$ cat config.mk
export PLATFORM = sky130hd
export DESIGN_NAME = iq_bit_demod
export DESIGN_NICKNAME = d
export VERILOG_FILES = /design/src/rtl/iq_demod_pkg.sv /design/src/rtl/iq_demod_ctrl.sv /design/src/rtl/iq_demod_datapath.sv /design/src/rtl/iq_bit_demod.sv
export SDC_FILE = /design/constraint.sdc
export NUM_CORES = 1
export LEC_CHECK = 0
export CAP_MARGIN = 15
export CORE_ASPECT_RATIO = 1.75
export CORE_MARGIN = 1.5
export CORE_UTILIZATION = 25
export CTS_BUF_LIST = sky130_fd_sc_hd__clkbuf_8
export DETAILED_ROUTE_END_ITERATION = 12
export MAX_ROUTING_LAYER = met4
export PLACE_DENSITY = 0.46
export SETUP_SLACK_MARGIN = 0.4
export SYNTH_ARGS = -nofsm -noshare
export SYNTH_HDL_FRONTEND = slang
export SYNTH_SLANG_ARGS = --single-unit
$ cat constraint.sdc
create_clock -name clk -period 8.3 [get_ports clk]
set_input_delay 1.245 -clock clk [delete_from_list [all_inputs] [get_ports clk]]
set_output_delay 1.245 -clock clk [all_outputs]
set_load 0.02 [all_outputs]
$ cat src/rtl/iq_demod_pkg.sv
package iq_demod_pkg;

  typedef enum logic [1:0] {
    ST_IDLE = 2'd0,
    ST_GAP  = 2'd1,
    ST_BITS = 2'd2
  } demod_state_t;

  // strobes from control to datapath
  typedef struct packed {
    logic clrAcc;
    logic accEn;
    logic clrWord;
    logic storeBit;
  } dp_ctrl_t;

endpackage

$ cat src/rtl/iq_demod_ctrl.sv
module iq_demod_ctrl
  import iq_demod_pkg::*;
#(
  parameter int GAP_TICKS   = 495,
  parameter int BIT_TICKS   = 150,
  parameter int SKIP_PAIRS  = 5,
  parameter int SUM_PAIRS   = 8,
  parameter int ACK_PERIODS = 60,
  parameter int WORD_W      = 32,
  localparam int MAX_TICK   = (GAP_TICKS > BIT_TICKS) ? GAP_TICKS : BIT_TICKS,
  localparam int TICK_W     = $clog2(MAX_TICK + 1),
  localparam int SCNT_W     = $clog2(SKIP_PAIRS + SUM_PAIRS + 1),
  localparam int MAX_PER    = (ACK_PERIODS > WORD_W) ? ACK_PERIODS : WORD_W,
  localparam int PER_W      = $clog2(MAX_PER + 1),
  localparam int CNT_W      = $clog2(WORD_W + 1),
  localparam int IDX_W      = $clog2(WORD_W)
) (
  input  logic             clk,
  input  logic             rstN,
  input  logic             startRx,
  input  logic             ackMode,
  input  logic [CNT_W-1:0] bitCount,
  input  logic             sampleValid,
  input  logic             rawBit,
  output dp_ctrl_t         ctrl,
  output logic [IDX_W-1:0] bitIdx,
  output logic             keyStep,
  output logic             busy,
  output logic             done,
  output logic             ackSeen,
  output logic             ackTimeout
);

  demod_state_t      state;
  logic [TICK_W-1:0] tickCnt;
  logic [SCNT_W-1:0] sampleCnt;
  logic [PER_W-1:0]  periodCnt;
  logic [PER_W-1:0]  lastIdx;
  logic              ackRun;
  logic              bitEnd;
  logic              windowDone;
  logic              inWindow;
  logic              startNow;

  assign startNow   = (state == ST_IDLE) && startRx;
  assign bitEnd     = (state == ST_BITS) && (tickCnt == TICK_W'(BIT_TICKS - 1));
  assign windowDone = (sampleCnt == SCNT_W'(SKIP_PAIRS + SUM_PAIRS));
  assign inWindow   = (sampleCnt >= SCNT_W'(SKIP_PAIRS)) && !windowDone;

  always_comb begin
    ctrl.clrAcc   = bitEnd || startNow;
    ctrl.accEn    = (state == ST_BITS) && sampleValid && inWindow && !bitEnd;
    ctrl.clrWord  = startNow;
    ctrl.storeBit = bitEnd && !ackRun;
  end

  assign keyStep = bitEnd;
  assign busy    = (state != ST_IDLE);
  assign bitIdx  = periodCnt[IDX_W-1:0];

  always_ff @(posedge clk or negedge rstN) begin
    if (!rstN) begin
      state      <= ST_IDLE;
      tickCnt    <= '0;
      sampleCnt  <= '0;
      periodCnt  <= '0;
      lastIdx    <= '0;
      ackRun     <= 1'b0;
      done       <= 1'b0;
      ackSeen    <= 1'b0;
      ackTimeout <= 1'b0;
    end else begin
      done <= 1'b0;
      unique case (state)
        ST_IDLE: begin
          if (startRx) begin
            state      <= ST_GAP;
            tickCnt    <= '0;
            periodCnt  <= '0;
            ackRun     <= ackMode;
            ackSeen    <= 1'b0;
            ackTimeout <= 1'b0;
            if (bitCount == '0 || bitCount > CNT_W'(WORD_W))
              lastIdx <= PER_W'(WORD_W - 1);
            else
              lastIdx <= PER_W'(bitCount - 1'b1);
          end
        end
        ST_GAP: begin
          if (tickCnt == TICK_W'(GAP_TICKS - 1)) begin
            state     <= ST_BITS;
            tickCnt   <= '0;
            sampleCnt <= '0;
          end else begin
            tickCnt <= tickCnt + 1'b1;
          end
        end
        ST_BITS: begin
          if (bitEnd) begin
            tickCnt   <= '0;
            sampleCnt <= '0;
            periodCnt <= periodCnt + 1'b1;
            if (!ackRun) begin
              if (periodCnt == lastIdx) begin
                state <= ST_IDLE;
                done  <= 1'b1;
              end
            end else if (rawBit) begin
              state   <= ST_IDLE;
              done    <= 1'b1;
              ackSeen <= 1'b1;
            end else if (periodCnt == PER_W'(ACK_PERIODS - 1)) begin
              state      <= ST_IDLE;
              done       <= 1'b1;
              ackTimeout <= 1'b1;
            end
          end else begin
            tickCnt <= tickCnt + 1'b1;
            if (sampleValid && !windowDone)
              sampleCnt <= sampleCnt + 1'b1;
          end
        end
        default: state <= ST_IDLE;
      endcase
    end
  end

endmodule

$ cat src/rtl/iq_demod_datapath.sv
module iq_demod_datapath
  import iq_demod_pkg::*;
#(
  parameter int ACC_W     = 12,
  parameter int WORD_W    = 32,
  parameter int SUM_PAIRS = 8,
  parameter int THRESH    = 8,
  localparam int AVG_SHIFT = $clog2(SUM_PAIRS),
  localparam int IDX_W     = $clog2(WORD_W)
) (
  input  logic              clk,
  input  logic              rstN,
  input  dp_ctrl_t          ctrl,
  input  logic [15:0]       sampleIq,
  input  logic              keyBit,
  input  logic [IDX_W-1:0]  bitIdx,
  output logic              rawBit,
  output logic [WORD_W-1:0] rxWord
);

  logic [ACC_W-1:0] mag [2];
  logic [ACC_W-1:0] bigMag;
  logic [ACC_W-1:0] smallMag;
  logic [ACC_W:0]   amp;

  // channel 0 = I (upper byte), channel 1 = Q (lower byte)
  for (genvar ch = 0; ch < 2; ch++) begin : g_chan
    logic signed [7:0]       smp;
    logic signed [ACC_W-1:0] acc;
    logic signed [ACC_W-1:0] negAcc;

    assign smp    = sampleIq[15-8*ch -: 8];
    assign negAcc = -acc;

    always_ff @(posedge clk or negedge rstN) begin
      if (!rstN)
        acc <= '0;
      else if (ctrl.clrAcc)
        acc <= '0;
      else if (ctrl.accEn)
        acc <= acc + {{(ACC_W-8){smp[7]}}, smp};
    end

    assign mag[ch] = acc[ACC_W-1] ? $unsigned(negAcc) : $unsigned(acc);
  end

  always_comb begin
    if (mag[0] >= mag[1]) begin
      bigMag   = mag[0];
      smallMag = mag[1];
    end else begin
      bigMag   = mag[1];
      smallMag = mag[0];
    end
    amp    = {1'b0, bigMag} + {2'b00, smallMag[ACC_W-1:1]};
    rawBit = (amp >> AVG_SHIFT) > (ACC_W+1)'(THRESH);
  end

  always_ff @(posedge clk or negedge rstN) begin
    if (!rstN)
      rxWord <= '0;
    else if (ctrl.clrWord)
      rxWord <= '0;
    else if (ctrl.storeBit)
      rxWord[bitIdx] <= rawBit ^ keyBit;
  end

endmodule

$ cat src/rtl/iq_bit_demod.sv
module iq_bit_demod
  import iq_demod_pkg::*;
#(
  parameter int GAP_TICKS   = 495,
  parameter int BIT_TICKS   = 150,
  parameter int SKIP_PAIRS  = 5,
  parameter int SUM_PAIRS   = 8,
  parameter int THRESH      = 8,
  parameter int ACK_PERIODS = 60,
  parameter int WORD_W      = 32,
  parameter int ACC_W       = 12,
  localparam int CNT_W      = $clog2(WORD_W + 1),
  localparam int IDX_W      = $clog2(WORD_W)
) (
  input  logic              clk,
  input  logic              rstN,
  input  logic              startRx,
  input  logic              ackMode,
  input  logic [CNT_W-1:0]  bitCount,
  input  logic              sampleValid,
  input  logic [15:0]       sampleIq,
  input  logic              keyBit,
  output logic              keyStep,
  output logic              busy,
  output logic              done,
  output logic [WORD_W-1:0] rxWord,
  output logic              ackSeen,
  output logic              ackTimeout
);

  dp_ctrl_t         ctrl;
  logic [IDX_W-1:0] bitIdx;
  logic             rawBit;

  iq_demod_ctrl #(
    .GAP_TICKS  (GAP_TICKS),
    .BIT_TICKS  (BIT_TICKS),
    .SKIP_PAIRS (SKIP_PAIRS),
    .SUM_PAIRS  (SUM_PAIRS),
    .ACK_PERIODS(ACK_PERIODS),
    .WORD_W     (WORD_W)
  ) u_ctrl (
    .clk        (clk),
    .rstN       (rstN),
    .startRx    (startRx),
    .ackMode    (ackMode),
    .bitCount   (bitCount),
    .sampleValid(sampleValid),
    .rawBit     (rawBit),
    .ctrl       (ctrl),
    .bitIdx     (bitIdx),
    .keyStep    (keyStep),
    .busy       (busy),
    .done       (done),
    .ackSeen    (ackSeen),
    .ackTimeout (ackTimeout)
  );

  iq_demod_datapath #(
    .ACC_W    (ACC_W),
    .WORD_W   (WORD_W),
    .SUM_PAIRS(SUM_PAIRS),
    .THRESH   (THRESH)
  ) u_dp (
    .clk     (clk),
    .rstN    (rstN),
    .ctrl    (ctrl),
    .sampleIq(sampleIq),
    .keyBit  (keyBit),
    .bitIdx  (bitIdx),
    .rawBit  (rawBit),
    .rxWord  (rxWord)
  );

endmodule

==> flow_summary_export.csv, run 1 <==
group,metric,value,unit
die,start_util,25.43,%
timing,timing.setup.tns,0,ns
clock_tree,clkTransAtPathRegs,0.10,ns
route,num_vias,5616,
logic_synthesis,synth_warnings,0,
timing,setup_viol,0,
die,ios,65,
final_layout,final_cells,1113,
global_route,grtUsageTotal,14.73,%
logic_synthesis,synthArstFlopShare,100.0,%
placed_design,place_congestion,0.7874,
route,vias_per_cell,5.046,
placed_design,port_buffers,64,
power_and_ir_drop,p_leak,3.545,nW
die,rows,78,
placed_design,dpl-instance-area,7516,sq um
clock_tree,cts_hold_buffers,0,
clock_tree,clock_sinks,87,
route,avgRoutedWirePerCell,17.29,um
final_layout,layout-drive-gt1-share,4.792,%
logic_synthesis,ys_seq_area_share,33.11,%
placed_design,dp.cells,1097,
final_layout,final_cell_mix,"dfrtp_1 (87), a21oi_1 (75), o21ai_0 (69)",
logic_synthesis,synth_top_area_share,33.11,%
worst_setup_path,r2r-start,"u_dp.g_chan[1].acc[3]",
worst_hold_path,min_path_cells,2,
clock_tree,root_buffer,"clkbuf_8",
timing,finalCritPeriodShare,77.78,%
logic_synthesis,ys_ff_latch,87,
route,firstDrtPassIters,4,
worst_hold_path,worstHoldPathType,"flip-flop to flip-flop",
global_route,grt_pass1_wl,30.93,mm
clock_tree,insertion_delay,0.39,ns
timing,fmax,0.1549,GHz
timing,slew_viol_final,0,
worst_setup_path,r2r-end,"u_dp.rxWord[9]",
placed_design,pre_cts_ws,1.888,ns
worst_setup_path,crit_path_start,"u_dp.g_chan[1].acc[3]",
timing,grt_setup_unrepaired,"false",
worst_setup_path,cp-start-kind,"flip-flop",
final_layout,fin_area,7716,sq um
worst_setup_path,ff2ff_setup_slack,1.84,ns
die,die_h,217.6,um
logic_synthesis,synth_area_leaders,"dfrtp_1 (33%), ha_1 (12%), a21oi_1 (5.8%), o21ai_0 (5.3%), mux2i_1 (4.1%)",
clock_tree,post_cts_buffers,0,
global_route,grt_max_degree,65,
worst_setup_path,end_kind,"flip-flop",
final_layout,antenna-diode-count,0,
placed_design,dpl.hpwl,14.23,mm
clock_tree,clk_path_buf_depth,2,
die,die_area,27330,sq um
route,postRouteAntennaNets,0,
final_layout,mostFrequentLayoutCell,"dfrtp_1",
logic_synthesis,synth_flop_cell,"dfrtp_1",
global_route,grt_pass1_vias,5772,
global_route,gr-total-overflow,0,
timing,fin_skew,0.01498,ns
worst_setup_path,critical_path_arrival,6.72,ns
logic_synthesis,yosys.area.top_type,"dfrtp_1",
timing,fin_crit,6.456,ns
clock_tree,cts-buffers-inserted,9,
final_layout,finalNetCount,880,
timing,setup_ws,1.844,ns
logic_synthesis,postSynthCellCount,740,
logic_synthesis,syn_area_per_cell,8.887,sq um
logic_synthesis,synthesis.nets,832,
timing,slew_headroom,24.81,%
logic_synthesis,yosysUniqueCellTypes,64,
logic_synthesis,synth_edf_count,0,
clock_tree,htreeDepth,3,
flow_run,max-cap-violations,0,
logic_synthesis,syn_area,6576,sq um
route,drt_wl_total,19.24,mm
die,core,25860,sq um
worst_setup_path,path_class,"flip-flop to flip-flop",
clock_tree,cts_resized,0,
run_status,outcome,"finished, final reports clean",
final_layout,final_util,29.84,%
route,drtIter0Drc,271,
power_and_ir_drop,power_density,159.5,nW/um^2
final_layout,area_delta_synth_final,17.33,%
worst_hold_path,hp-start,"u_dp.rxWord[21]",
worst_setup_path,ff2ff_path_depth,22,
worst_setup_path,endpoint,"u_dp.rxWord[9]",
power_and_ir_drop,ir_drop,0.08444,mV
timing,hold_viol_final,0,
die,die_w,125.6,um
clock_tree,cts_tree,"done",
worst_setup_path,crit_required,8.57,ns
timing,worst_pin_slew,1.128,ns
route,drc_errors,0,
global_route,antenna_found_initial,0,
worst_setup_path,crit_fanout,32,
[worst max-delay path: stages, from the launching register on]
cell,delay (ns)
dfrtp_1,0.46
or4_1,0.59
nor3_2,0.16
nand2b_1,0.09
nor2_1,0.12
or4b_4,0.52
ha_1,0.34
nand4_1,0.14
a211oi_2,0.26
a21oi_4,0.12
nand2_1,0.80
mux2i_1,0.19
ha_1,0.49
nor2b_1,0.18
o21a_1,0.11
o21ai_0,0.10
a221oi_1,0.28
o21ai_1,0.10
a21oi_1,0.20
nor4b_4,0.41
xor2_2,0.16
buf_4,0.35
o31ai_1,0.14
[how the worst min path moves through the flow]
| stage | to | slack (ns) |
|---|---|---|
| floorplan | u_ctrl.tickCnt[8] | 0.47 |
| global placement | u_dp.rxWord[21] | 0.49 |
| detailed placement | u_ctrl.tickCnt[8] | 0.49 |
| CTS | u_ctrl.tickCnt[8] | 0.52 |
| global route | u_ctrl.tickCnt[8] | 0.55 |
| finish | u_dp.rxWord[21] | 0.51 |
[per-stage QoR]
stage	total power, mW	hold WS (ns)
final	1.230	0.5133
after global routing	1.315	0.5476
after CTS	1.252	0.5180
after detailed placement	0.9186	0.4925
after global placement	0.9226	0.4931
after floorplan	0.7668	0.4665
[synthesized netlist by cell type, drive strengths merged, types with 14 or more instances]
library cell and instances:
ha 62, a22o 21, o21ai 73, xor2 27
a21oi 77, nand2 60, nand3 14, xnor2 28
nor2 34, clkbuf 24, mux2i 27, dfrtp 87
o31ai 36, inv 48
[logic make-up (layout without fill, tap and decap cells)]
group | count (synthesis) | in the layout | share of synthesized area, %
buffers and inverters | 80 | 133 | 4.946
multiplexers | 27 | 27 | 4.110
XOR/XNOR | 55 | 55 | 7.439
AND/OR/NAND/NOR | 168 | 168 | 12.94
flip-flops | 87 | 87 | 33.11
AO/OA/AOI/OAI | 259 | 259 | 25.06
adder cells (fa/ha/maj) | 64 | 64 | 12.40
[per-layer routing]
| layer | global-route usage (%) | share of wire (%) | vias to the layer above |
|---|---|---|---|
| met1 | 15.15 | 39 | 2728 |
| met5 | - | 0 | - |
| met2 | 28.28 | 57 | 83 |
| li1 | - | - | 2785 |
| met4 | 5.455 | 2.3 | 0 |
| met3 | 1.693 | 1.8 | 20 |
[report_power, final]
group          internal [mW]  switching [mW]
Combinational          0.138           0.273
Sequential             0.456          0.0371
Clock                  0.143           0.183
Total                  0.737           0.493
[state kept, by name, summed over array words and instances (netlist names)]
signal / cells
u_ctrl.done: 1
u_ctrl.ackSeen: 1
u_ctrl.lastIdx: 6
u_dp.g_chan.acc: 24
u_ctrl.tickCnt: 9
u_dp.rxWord: 32
u_ctrl.ackTimeout: 1
u_ctrl.state: 2
u_ctrl.periodCnt: 6
u_ctrl.sampleCnt: 4
u_ctrl.ackRun: 1
[cell type report]
| cell class | count | area (sq um) |
|---|---|---|
| fill | 2732 | 18150 |
| multi-input combinational | 573 | 4083 |
| sequential | 87 | 2177 |
| timing repair buffer | 69 | 675.6 |
| tap | 320 | 400.4 |
| inverter | 48 | 180.2 |
| clock buffer | 9 | 123.9 |
| clock inverter | 7 | 76.32 |
Note: power is estimated with default switching activity, not from simulation.
==> run 2: changes to the inputs <==
==> constraint.sdc (replaced) <==
create_clock -name clk -period 6.7 [get_ports clk]
set_input_delay 1.005 -clock clk [delete_from_list [all_inputs] [get_ports clk]]
set_output_delay 1.005 -clock clk [all_outputs]
set_load 0.02 [all_outputs]
==> run 2 against run 1 <==
Net effect: worst hold slack gained 0.0012 ns; design area grew 0.96%; clock skew shrank 0.0036 ns; routed wire length shrank 0.17%; total power grew 29%; final cell count is essentially flat; flip-flop and latch count is the same; largest cell class unchanged; via count shrank 0.84%.
==> flow_summary_export.csv, run 2 (synthesized netlist as in run 1, its figures left out) <==
group,metric,value,unit
die,core,25860,sq um
die,die_w,125.6,um
global_route,grt_max_degree,61,
worst_hold_path,worstHoldPathType,"flip-flop to flip-flop",
die,ios,65,
route,avgRoutedWirePerCell,17.24,um
timing,fin_crit,5.705,ns
worst_setup_path,path_class,"flip-flop to flip-flop",
route,drt_wl_total,19.21,mm
final_layout,area_delta_synth_final,18.46,%
power_and_ir_drop,p_leak,3.574,nW
final_layout,top_regs,"u_dp.rxWord: 32 flops, u_dp.g_chan.acc: 24 flops, u_ctrl.tickCnt: 9 flops",
final_layout,layout-drive-gt1-share,5.164,%
clock_tree,root_buffer,"clkbuf_8",
worst_setup_path,ff2ff_setup_slack,0.99,ns
final_layout,largest_reg_flops,32,
global_route,grt_pass1_vias,5833,
power_and_ir_drop,power_density,203.9,nW/um^2
clock_tree,insertion_delay,0.38,ns
worst_setup_path,critical_path_arrival,5.96,ns
timing,worst_pin_slew,0.8285,ns
timing,fmax,0.1753,GHz
worst_setup_path,endpoint,"u_dp.rxWord[8]",
clock_tree,cts-buffers-inserted,9,
worst_setup_path,ff2ff_path_depth,20,
route,drtIter0Drc,251,
route,firstDrtPassIters,6,
global_route,gr-total-overflow,0,
final_layout,fin_area,7790,sq um
timing,fin_skew,0.01134,ns
clock_tree,cts_tree,"done",
clock_tree,htreeDepth,3,
worst_setup_path,crit_path_start,"u_dp.g_chan[1].acc[3]",
power_and_ir_drop,combPwrFrac,32.1,%
global_route,antenna_found_initial,0,
final_layout,final_cell_mix,"dfrtp_1 (87), a21oi_1 (75), o21ai_0 (69)",
timing,finalCritPeriodShare,85.15,%
power_and_ir_drop,ir_drop,0.1156,mV
route,drc_errors,0,
timing,setup_viol,0,
route,postRouteAntennaNets,0,
global_route,grt_pass1_wl,31.30,mm
die,start_util,25.43,%
die,rows,78,
global_route,grtUsageTotal,14.91,%
power_and_ir_drop,p_int,992.6,uW
worst_setup_path,crit_required,6.96,ns
timing,hold_viol_final,0,
clock_tree,clkTransAtPathRegs,0.10,ns
worst_setup_path,r2r-end,"u_dp.rxWord[8]",
placed_design,dpl.hpwl,14.32,mm
timing,fin_hold_ws,0.5145,ns
timing,slew_headroom,44.77,%
power_and_ir_drop,seqPwrFrac,38.5,%
power_and_ir_drop,clock_power_share,29.5,%
placed_design,port_buffers,64,
worst_setup_path,end_kind,"flip-flop",
worst_setup_path,crit_fanout,32,
clock_tree,clk_path_buf_depth,2,
timing,slew_viol_final,0,
route,vias_per_cell,4.999,
clock_tree,clock_sinks,87,
timing,grt_setup_unrepaired,"false",
placed_design,place_congestion,0.7726,
final_layout,finalNetCount,882,
final_layout,antenna-diode-count,0,
die,die_h,217.6,um
die,die_area,27330,sq um
timing,timing.setup.tns,0,ns
placed_design,dpl-instance-area,7523,sq um
route,num_vias,5569,
power_and_ir_drop,p_sw,595.5,uW
final_layout,mostFrequentLayoutCell,"dfrtp_1",
run_status,outcome,"finished, final reports clean",
worst_setup_path,cp-start-kind,"flip-flop",
final_layout,top_register,"u_dp.rxWord",
flow_run,max-cap-violations,0,
worst_setup_path,r2r-start,"u_dp.g_chan[1].acc[3]",
power_and_ir_drop,swShare,37.50,%
run 2: cell count changes in the layout (fill, tap and decap cells not counted):
cell	previous run	this run
bufinv_16	1	3
buf_8	0	1
buf_4	6	7
nand2_1	60	59
inv_1	49	48
nand2_4	0	1
inv_6	4	0
clkbuf_8	9	10
clkinv_4	0	1
run 2: metal layers:
layer,vias up,track usage [%],part of all wire (%)
li1,2798,-,-
met3,30,1.398,1.9
met2,91,28.08,56
met1,2650,15.78,39
met4,0,6.098,2.9
met5,-,-,0
run 2: worst min path at each step:
stage | from | end | slack [ns] | cells after the start
finish | u_dp.rxWord[26] | u_dp.rxWord[26] | 0.51 | 2
floorplan | u_ctrl.tickCnt[8] | u_ctrl.tickCnt[8] | 0.47 | 1
detailed placement | u_dp.rxWord[28] | u_dp.rxWord[28] | 0.50 | 2
global placement | u_dp.rxWord[26] | u_dp.rxWord[26] | 0.49 | 2
CTS | u_dp.rxWord[28] | u_dp.rxWord[28] | 0.52 | 2
global route | u_ctrl.tickCnt[8] | u_ctrl.tickCnt[8] | 0.55 | 1
run 2: power by group through the flow:
stage	clock, mW	combinational (mW)	sequential [mW]
finish	0.468	0.510	0.611
detailed placement	0	0.519	0.621
CTS	0.492	0.520	0.611
global route	0.506	0.577	0.619
floorplan	0	0.337	0.613
global placement	0	0.517	0.623
run 2: stage by stage:
step                      setup WS (ns)  std cells  utilization, %  power (mW)
final                            0.9948       1114           30.12       1.588
after global routing             0.5210       1114           30.12       1.702
after CTS                        0.5943       1113           30.03       1.623
after detailed placement         0.6138       1098           29.09       1.140
after global placement           0.6852       1098           29.09       1.139
after floorplan                  0.6893        740               -      0.9499
run 2: repair_timing:
| item | CTS | global route |
|---|---|---|
| setup endpoints to repair | 0 | 33 |
| gates resized for setup | 0 | 2 |
| buffers inserted | 0 | 0 |
| hold buffers | 0 | 0 |
run 2: area by class of cell:
type,instances,area (sq um)
Fill cell,2744,18070
Multi-Input combinational cell,573,4090
Sequential cell,87,2177
Timing Repair Buffer,71,698.2
Tap cell,320,400.4
Inverter,48,180.2
Clock buffer,10,137.6
Clock inverter,5,106.4
run 2: worst max-delay path: stages (launching register included):
cell and delay [ns]:
dfrtp_1 0.45, or4_1 0.59, nor3_2 0.15, nand2b_1 0.09, nor2_1 0.11, or4b_4 0.51
ha_1 0.34, nand4_1 0.12, a211oi_2 0.26, a21oi_4 0.13, nand2_4 0.20, buf_4 0.24
mux2i_1 0.24, ha_1 0.34, a211oi_1 0.26, nand2_1 0.12, o31a_2 0.35, nor4b_4 0.41
xor2_2 0.15, buf_4 0.35, o31ai_1 0.14
